==> src/rtl/arbmon_pkg.sv <==
package arbmon_pkg;

    typedef enum logic [1:0] {
        ST_IDLE = 2'd0,
        ST_OWN  = 2'd1,
        ST_LOST = 2'd2
    } arb_state_e;

    localparam int SYNC_STAGES = 2;

endpackage

==> src/rtl/arbmon_sync.sv <==
module arbmon_sync #(
    parameter int   STAGES  = 2,
    parameter logic RST_VAL = 1'b1
) (
    input  logic clk,
    input  logic rst_n,
    input  logic d,
    output logic q
);
    localparam int LAST = STAGES - 1;

    logic [LAST:0] chain;

    genvar g;
    generate
        for (g = 0; g < STAGES; g++) begin : g_stage
            if (g == 0) begin : g_first
                always_ff @(posedge clk or negedge rst_n) begin
                    if (!rst_n) chain[0] <= RST_VAL;
                    else        chain[0] <= d;
                end
            end else begin : g_next
                always_ff @(posedge clk or negedge rst_n) begin
                    if (!rst_n) chain[g] <= RST_VAL;
                    else        chain[g] <= chain[g-1];
                end
            end
        end
    endgenerate

    assign q = chain[LAST];

endmodule

==> src/rtl/arbmon_fsm.sv <==
module arbmon_fsm
    import arbmon_pkg::*;
(
    input  logic clk,
    input  logic rst_n,
    input  logic xfer_active,
    input  logic tx_bit,
    input  logic sda_seen,
    input  logic sample_stb,
    output logic sda_pull_en,
    output logic arb_lost,
    output logic arb_lost_pulse,
    output logic bus_fault_pulse
);
    arb_state_e state_q, state_d;
    logic owning;
    logic lose_ev;
    logic fault_ev;

    // Compare events: only on the strobe, only while still driving.
    always_comb begin
        owning   = xfer_active && (state_q != ST_LOST);
        lose_ev  = owning && sample_stb &&  tx_bit && !sda_seen;
        fault_ev = owning && sample_stb && !tx_bit &&  sda_seen;
    end

    // Next-state logic.
    always_comb begin
        state_d = state_q;
        unique case (state_q)
            ST_IDLE: begin
                if (lose_ev)          state_d = ST_LOST;   // T_LOSE
                else if (xfer_active) state_d = ST_OWN;    // T_START
            end
            ST_OWN: begin
                if (!xfer_active)     state_d = ST_IDLE;   // T_END
                else if (lose_ev)     state_d = ST_LOST;   // T_LOSE
            end
            ST_LOST: begin
                if (!xfer_active)     state_d = ST_IDLE;   // T_RELEASE
            end
            default:                  state_d = ST_IDLE;
        endcase
    end

    // State register.
    always_ff @(posedge clk or negedge rst_n) begin
        if (!rst_n) state_q <= ST_IDLE;
        else        state_q <= state_d;
    end

    // Output register: event pulses.
    always_ff @(posedge clk or negedge rst_n) begin
        if (!rst_n) begin
            arb_lost_pulse  <= 1'b0;
            bus_fault_pulse <= 1'b0;
        end else begin
            arb_lost_pulse  <= lose_ev;
            bus_fault_pulse <= fault_ev;
        end
    end

    // Level outputs.
    always_comb begin
        arb_lost    = (state_q == ST_LOST);
        sda_pull_en = owning && !tx_bit;
    end


    pull_off_lost_chk: assert property (@(posedge clk) disable iff (!rst_n)
        arb_lost |-> !sda_pull_en);


    lost_pulse_once_chk: assert property (@(posedge clk) disable iff (!rst_n)
        arb_lost_pulse |=> !arb_lost_pulse);


    lost_pulse_flag_chk: assert property (@(posedge clk) disable iff (!rst_n)
        arb_lost_pulse |-> arb_lost);


    lost_sticky_chk: assert property (@(posedge clk) disable iff (!rst_n)
        (arb_lost && xfer_active) |=> arb_lost);


    lost_clear_chk: assert property (@(posedge clk) disable iff (!rst_n)
        !xfer_active |=> !arb_lost);


    fault_no_loss_chk: assert property (@(posedge clk) disable iff (!rst_n)
        bus_fault_pulse |-> !arb_lost_pulse);


    always_ff @(posedge clk) begin
        if (!rst_n) begin
            reset_quiet_chk: assert (!arb_lost_pulse && !bus_fault_pulse);
        end
    end

endmodule

==> src/rtl/arbmon_top.sv <==
module arbmon_top
    import arbmon_pkg::*;
(
    input  logic clk,
    input  logic rst_n,
    input  logic xfer_active,
    input  logic tx_bit,
    input  logic sda_in,
    input  logic sample_stb,
    output logic sda_pull_en,
    output logic arb_lost,
    output logic arb_lost_pulse,
    output logic bus_fault_pulse
);
    logic sda_seen;

    // two-stage synchronizer, idle-high reset value
    arbmon_sync #(
        .STAGES  (SYNC_STAGES),
        .RST_VAL (1'b1)
    ) u_sync (
        .clk   (clk),
        .rst_n (rst_n),
        .d     (sda_in),
        .q     (sda_seen)
    );

    arbmon_fsm u_fsm (
        .clk             (clk),
        .rst_n           (rst_n),
        .xfer_active     (xfer_active),
        .tx_bit          (tx_bit),
        .sda_seen        (sda_seen),
        .sample_stb      (sample_stb),
        .sda_pull_en     (sda_pull_en),
        .arb_lost        (arb_lost),
        .arb_lost_pulse  (arb_lost_pulse),
        .bus_fault_pulse (bus_fault_pulse)
    );

endmodule

==> config.mk <==
export PLATFORM = sky130hd
export DESIGN_NAME = arbmon_top
export DESIGN_NICKNAME = d
export VERILOG_FILES = /design/src/rtl/arbmon_pkg.sv /design/src/rtl/arbmon_sync.sv /design/src/rtl/arbmon_fsm.sv /design/src/rtl/arbmon_top.sv
export SDC_FILE = /design/constraint.sdc
export NUM_CORES = 1
export LEC_CHECK = 0
export ABC_CLOCK_PERIOD_IN_PS = 800
export BUFFER_PORTS_ARGS = -buffer_cell sky130_fd_sc_hd__buf_2
export CORE_AREA = 2 2 39 41
export DETAILED_ROUTE_END_ITERATION = 12
export DIE_AREA = 0 0 41 43
export PLACE_DENSITY = 0.4
export REMOVE_ABC_BUFFERS = 1
export SYNTH_ARGS = -nofsm -noshare
export SYNTH_HDL_FRONTEND = slang
export SYNTH_SLANG_ARGS = --single-unit
==> constraint.sdc <==
create_clock -name clk -period 0.8 [get_ports clk]
set_input_delay 0.2 -clock clk [delete_from_list [all_inputs] [get_ports clk]]
set_output_delay 0.2 -clock clk [all_outputs]
set_load 0.01 [all_outputs]
==> impl_metrics.yaml <==
timing:
  post-route-min-period_ns: 1.21
  rsz0062_at_grt: "true"
  finalSetupTns_ns: -1.67
  finalHoldViolations: 0
  fin_crit_sh_pct: 151
  setup_viol: 8
  timing.fmax_mhz: 828
  slew_violations: 0
  whs_ns: 0.0645
  clock_skew_ns: 0.00344
  finalWorstSetupSlack_ns: -0.408
  max_slew_margin_pct: 88.0
  tightest_slew_ns: 0.179
final_layout:
  regArea_sq_um: 153
  fill_cells: 154
  diodes: 0
  layout-drive-gt1-share_pct: 75.0
  fin_nets: 40
  area_growth_pct: 70.1
  multi_input_area_sq_um: 104
  finalInstanceArea_sq_um: 398
route:
  wl_per_cell_microns: 9.67
  first_pass_iters: 1
  drtIter0Drc: 0
  via_per_inst: 3.79
  drc: 0
  drt_wl_total_microns: 464
  drtAntennaViolNets: 0
  vias: 182
placed_design:
  place_hpwl_microns: 372
  io_buffers: 9
  gp_congestion: 0.704
  dpl_cell_area_sq_um: 322
setup_path:
  cp_data_required_time_ns: 0.60
  crit_start: "u_fsm.state_q[1]$_DFFE_PN0P_"
  cp_max_fo: 2
  worstPathCellList: "nor2b_4 > nor3b_2 > buf_2"
  cpPeakStageDelay_ns: 0.36
  crit_end: "sda_pull_en"
  cp_data_arrival_time_ns: 1.01
  worst-setup-path-type: "register to primary output"
  r2r-start: "u_fsm.state_q[1]$_DFFE_PN0P_"
  rrSetupSlack_ns: -0.25
  r2r_cells: 4
  cp_slowest_cell: "dfrtp_1"
  worstSetupEndpointType: "primary output"
  critPathLaunchType: "register"
  reg2reg_to: "u_fsm.bus_fault_pulse$_DFF_PN0_"
synth:
  synth_top_cell_area_share_pct: 42.8
  synth.most_common_cell: "dfrtp_1"
  ys_seq_elements: 6
  synth.distinct_cells: 11
  postSynth.asyncResetShare_pct: 100
  syn_inst: 15
  synth-main-ff-cell: "dfrtp_1"
  syn_area_sq_um: 234
  yosys_warnings: 0
  yosysTopAreaCell: "dfrtp_1"
  netlist_top_cells_count: "dfrtp_1 (4), dfstp_2 (2)"
  syn_area_per_cell_sq_um: 15.6
  synth_edf_count: 0
  ys_top_cells_by_area: "dfrtp_1 (43%), dfstp_2 (22%), nor4b_2 (6.4%), nor2b_4 (5.9%), nor3b_2 (5.3%)"
  yosysSeqAreaShare_pct: 65.2
floorplanning:
  ioPinCount: 10
  dieArea_sq_mm: 0.00176
  dieWidth_microns: 41
  coreArea_sq_mm: 0.00138
  die_h_microns: 43
  rows: 14
  start_util_pct: 16.9
run_status:
  violations: "negative setup slack"
  status: "finished with violations"
global_route:
  grt_pass1_wl_microns: 876
  track_usage_pct: 8.28
  grt_pass1_vias: 222
  grt.overflow.total: 0
  grt_max_degree: 7
  antenna_found_initial: 0
pwr:
  cellPowerDensity_mw_per_mm2: 1730
  power_uw: 687
  p_leak_nw: 0.187
  ir_drop_mv: 0.632
cts:
  cts_max_path_buffers: 2
  cts_tree: "built"
  numCtsBuffers: 3
  cts.sinks: 6
  clk_latency_ns: 0.24
  h-tree-depth: 1
  root_buffer: "clkbuf_4"
  clk_pin_slew_ns: 0.04
min_path:
  hold_class: "input pin to register"
job:
  cap_violations: 0
==> metal layers <==
metal,wire length (microns),part of all wire [%],up-vias,global-route usage [%]
li1,-,-,87,-
met1,163,35,89,8.52
met2,267,58,4,10.9
met3,24,5.2,2,4.71
met4,8,1.7,0,8.00
met5,0,0,-,0
==> state kept, by name, summed over array words and instances (netlist names) <==
| signal | flops |
|---|---|
| u_fsm.state_q | 2 |
| u_fsm.arb_lost_pulse | 1 |
| u_sync.chain | 1 |
| u_sync.q | 1 |
| u_fsm.bus_fault_pulse | 1 |
==> placed cells by master, fill, tap and decap left out <==
| cell type | instances |
|---|---|
| buf_2 | 8 |
| buf_4 | 2 |
| buf_6 | 3 |
| clkbuf_4 | 3 |
| dfrtp_1 | 4 |
| dfstp_2 | 2 |
| dlygate4sd3_1 | 1 |
| nand2_1 | 1 |
| nand2b_1 | 1 |
| nand3b_1 | 1 |
| nor2b_2 | 1 |
| nor2b_4 | 1 |
| nor3b_2 | 2 |
| nor4b_4 | 1 |
| o2bb2ai_2 | 1 |
==> layout make-up <==
class / count / share of cell area (%)
tap: 16 / 5.03
timing repair buffer: 14 / 24.8
multi-input combinational: 9 / 26.1
clock buffer: 3 / 5.66
sequential: 6 / 38.4
==> where the power goes <==
| group | total (mW) | switching [mW] | internal (mW) | leakage (nW) |
|---|---|---|---|---|
| registers | 0.329 | 0.00617 | 0.322 | 0.0743 |
| clock network | 0.269 | 0.100 | 0.169 | 0.0138 |
| logic | 0.0890 | 0.0392 | 0.0498 | 0.0987 |
| total | 0.687 | 0.146 | 0.541 | 0.187 |
==> through the flow <==
step | cells | worst slack (ns) | utilization (%)
floorplan | 15 | -0.216 | -
global placement | 43 | -0.176 | 23.2
detailed placement | 43 | -0.193 | 23.2
CTS | 48 | -0.428 | 28.6
global route | 48 | -0.499 | 28.8
finish | 48 | -0.408 | 28.8
==> worst max-delay path: cells and delay by family, from the launching register on <==
family / cells / cell delay, ns
buffers and inverters: 1 / 0.14
DFF: 1 / 0.36
and+or+nand+nor: 2 / 0.27
==> repair_timing <==
action                     in CTS  in global routing
setup buffers                   1                  0
hold endpoints to repair        6                  0
setup endpoints to repair       8                  8
pin swaps                       3                  1
hold buffers                    1                  0
resized for setup               6                  1
==> cell families after synthesis <==
logic type	count (synthesis)	share of synthesized area, %
compound gates	1	3.74
simple gates	8	31.0
flops	6	65.2
==> worst min-delay path by stage <==
| stage | from | to | slack, ns | cells past startpoint |
|---|---|---|---|---|
| floorplan | rst_n | u_fsm.arb_lost_pulse$_DFF_PN0_ | -0.1 | 0 |
| global placement | rst_n | u_fsm.state_q[0]$_DFFE_PN0P_ | 0.03 | 1 |
| detailed placement | rst_n | u_fsm.state_q[0]$_DFFE_PN0P_ | 0.03 | 1 |
| CTS | sda_in | u_sync.chain[0]$_DFF_PN1_ | 0.05 | 1 |
| global route | sda_in | u_sync.chain[0]$_DFF_PN1_ | 0.05 | 1 |
| finish | sda_in | u_sync.chain[0]$_DFF_PN1_ | 0.06 | 1 |
Note: power is estimated with default switching activity, not from simulation.
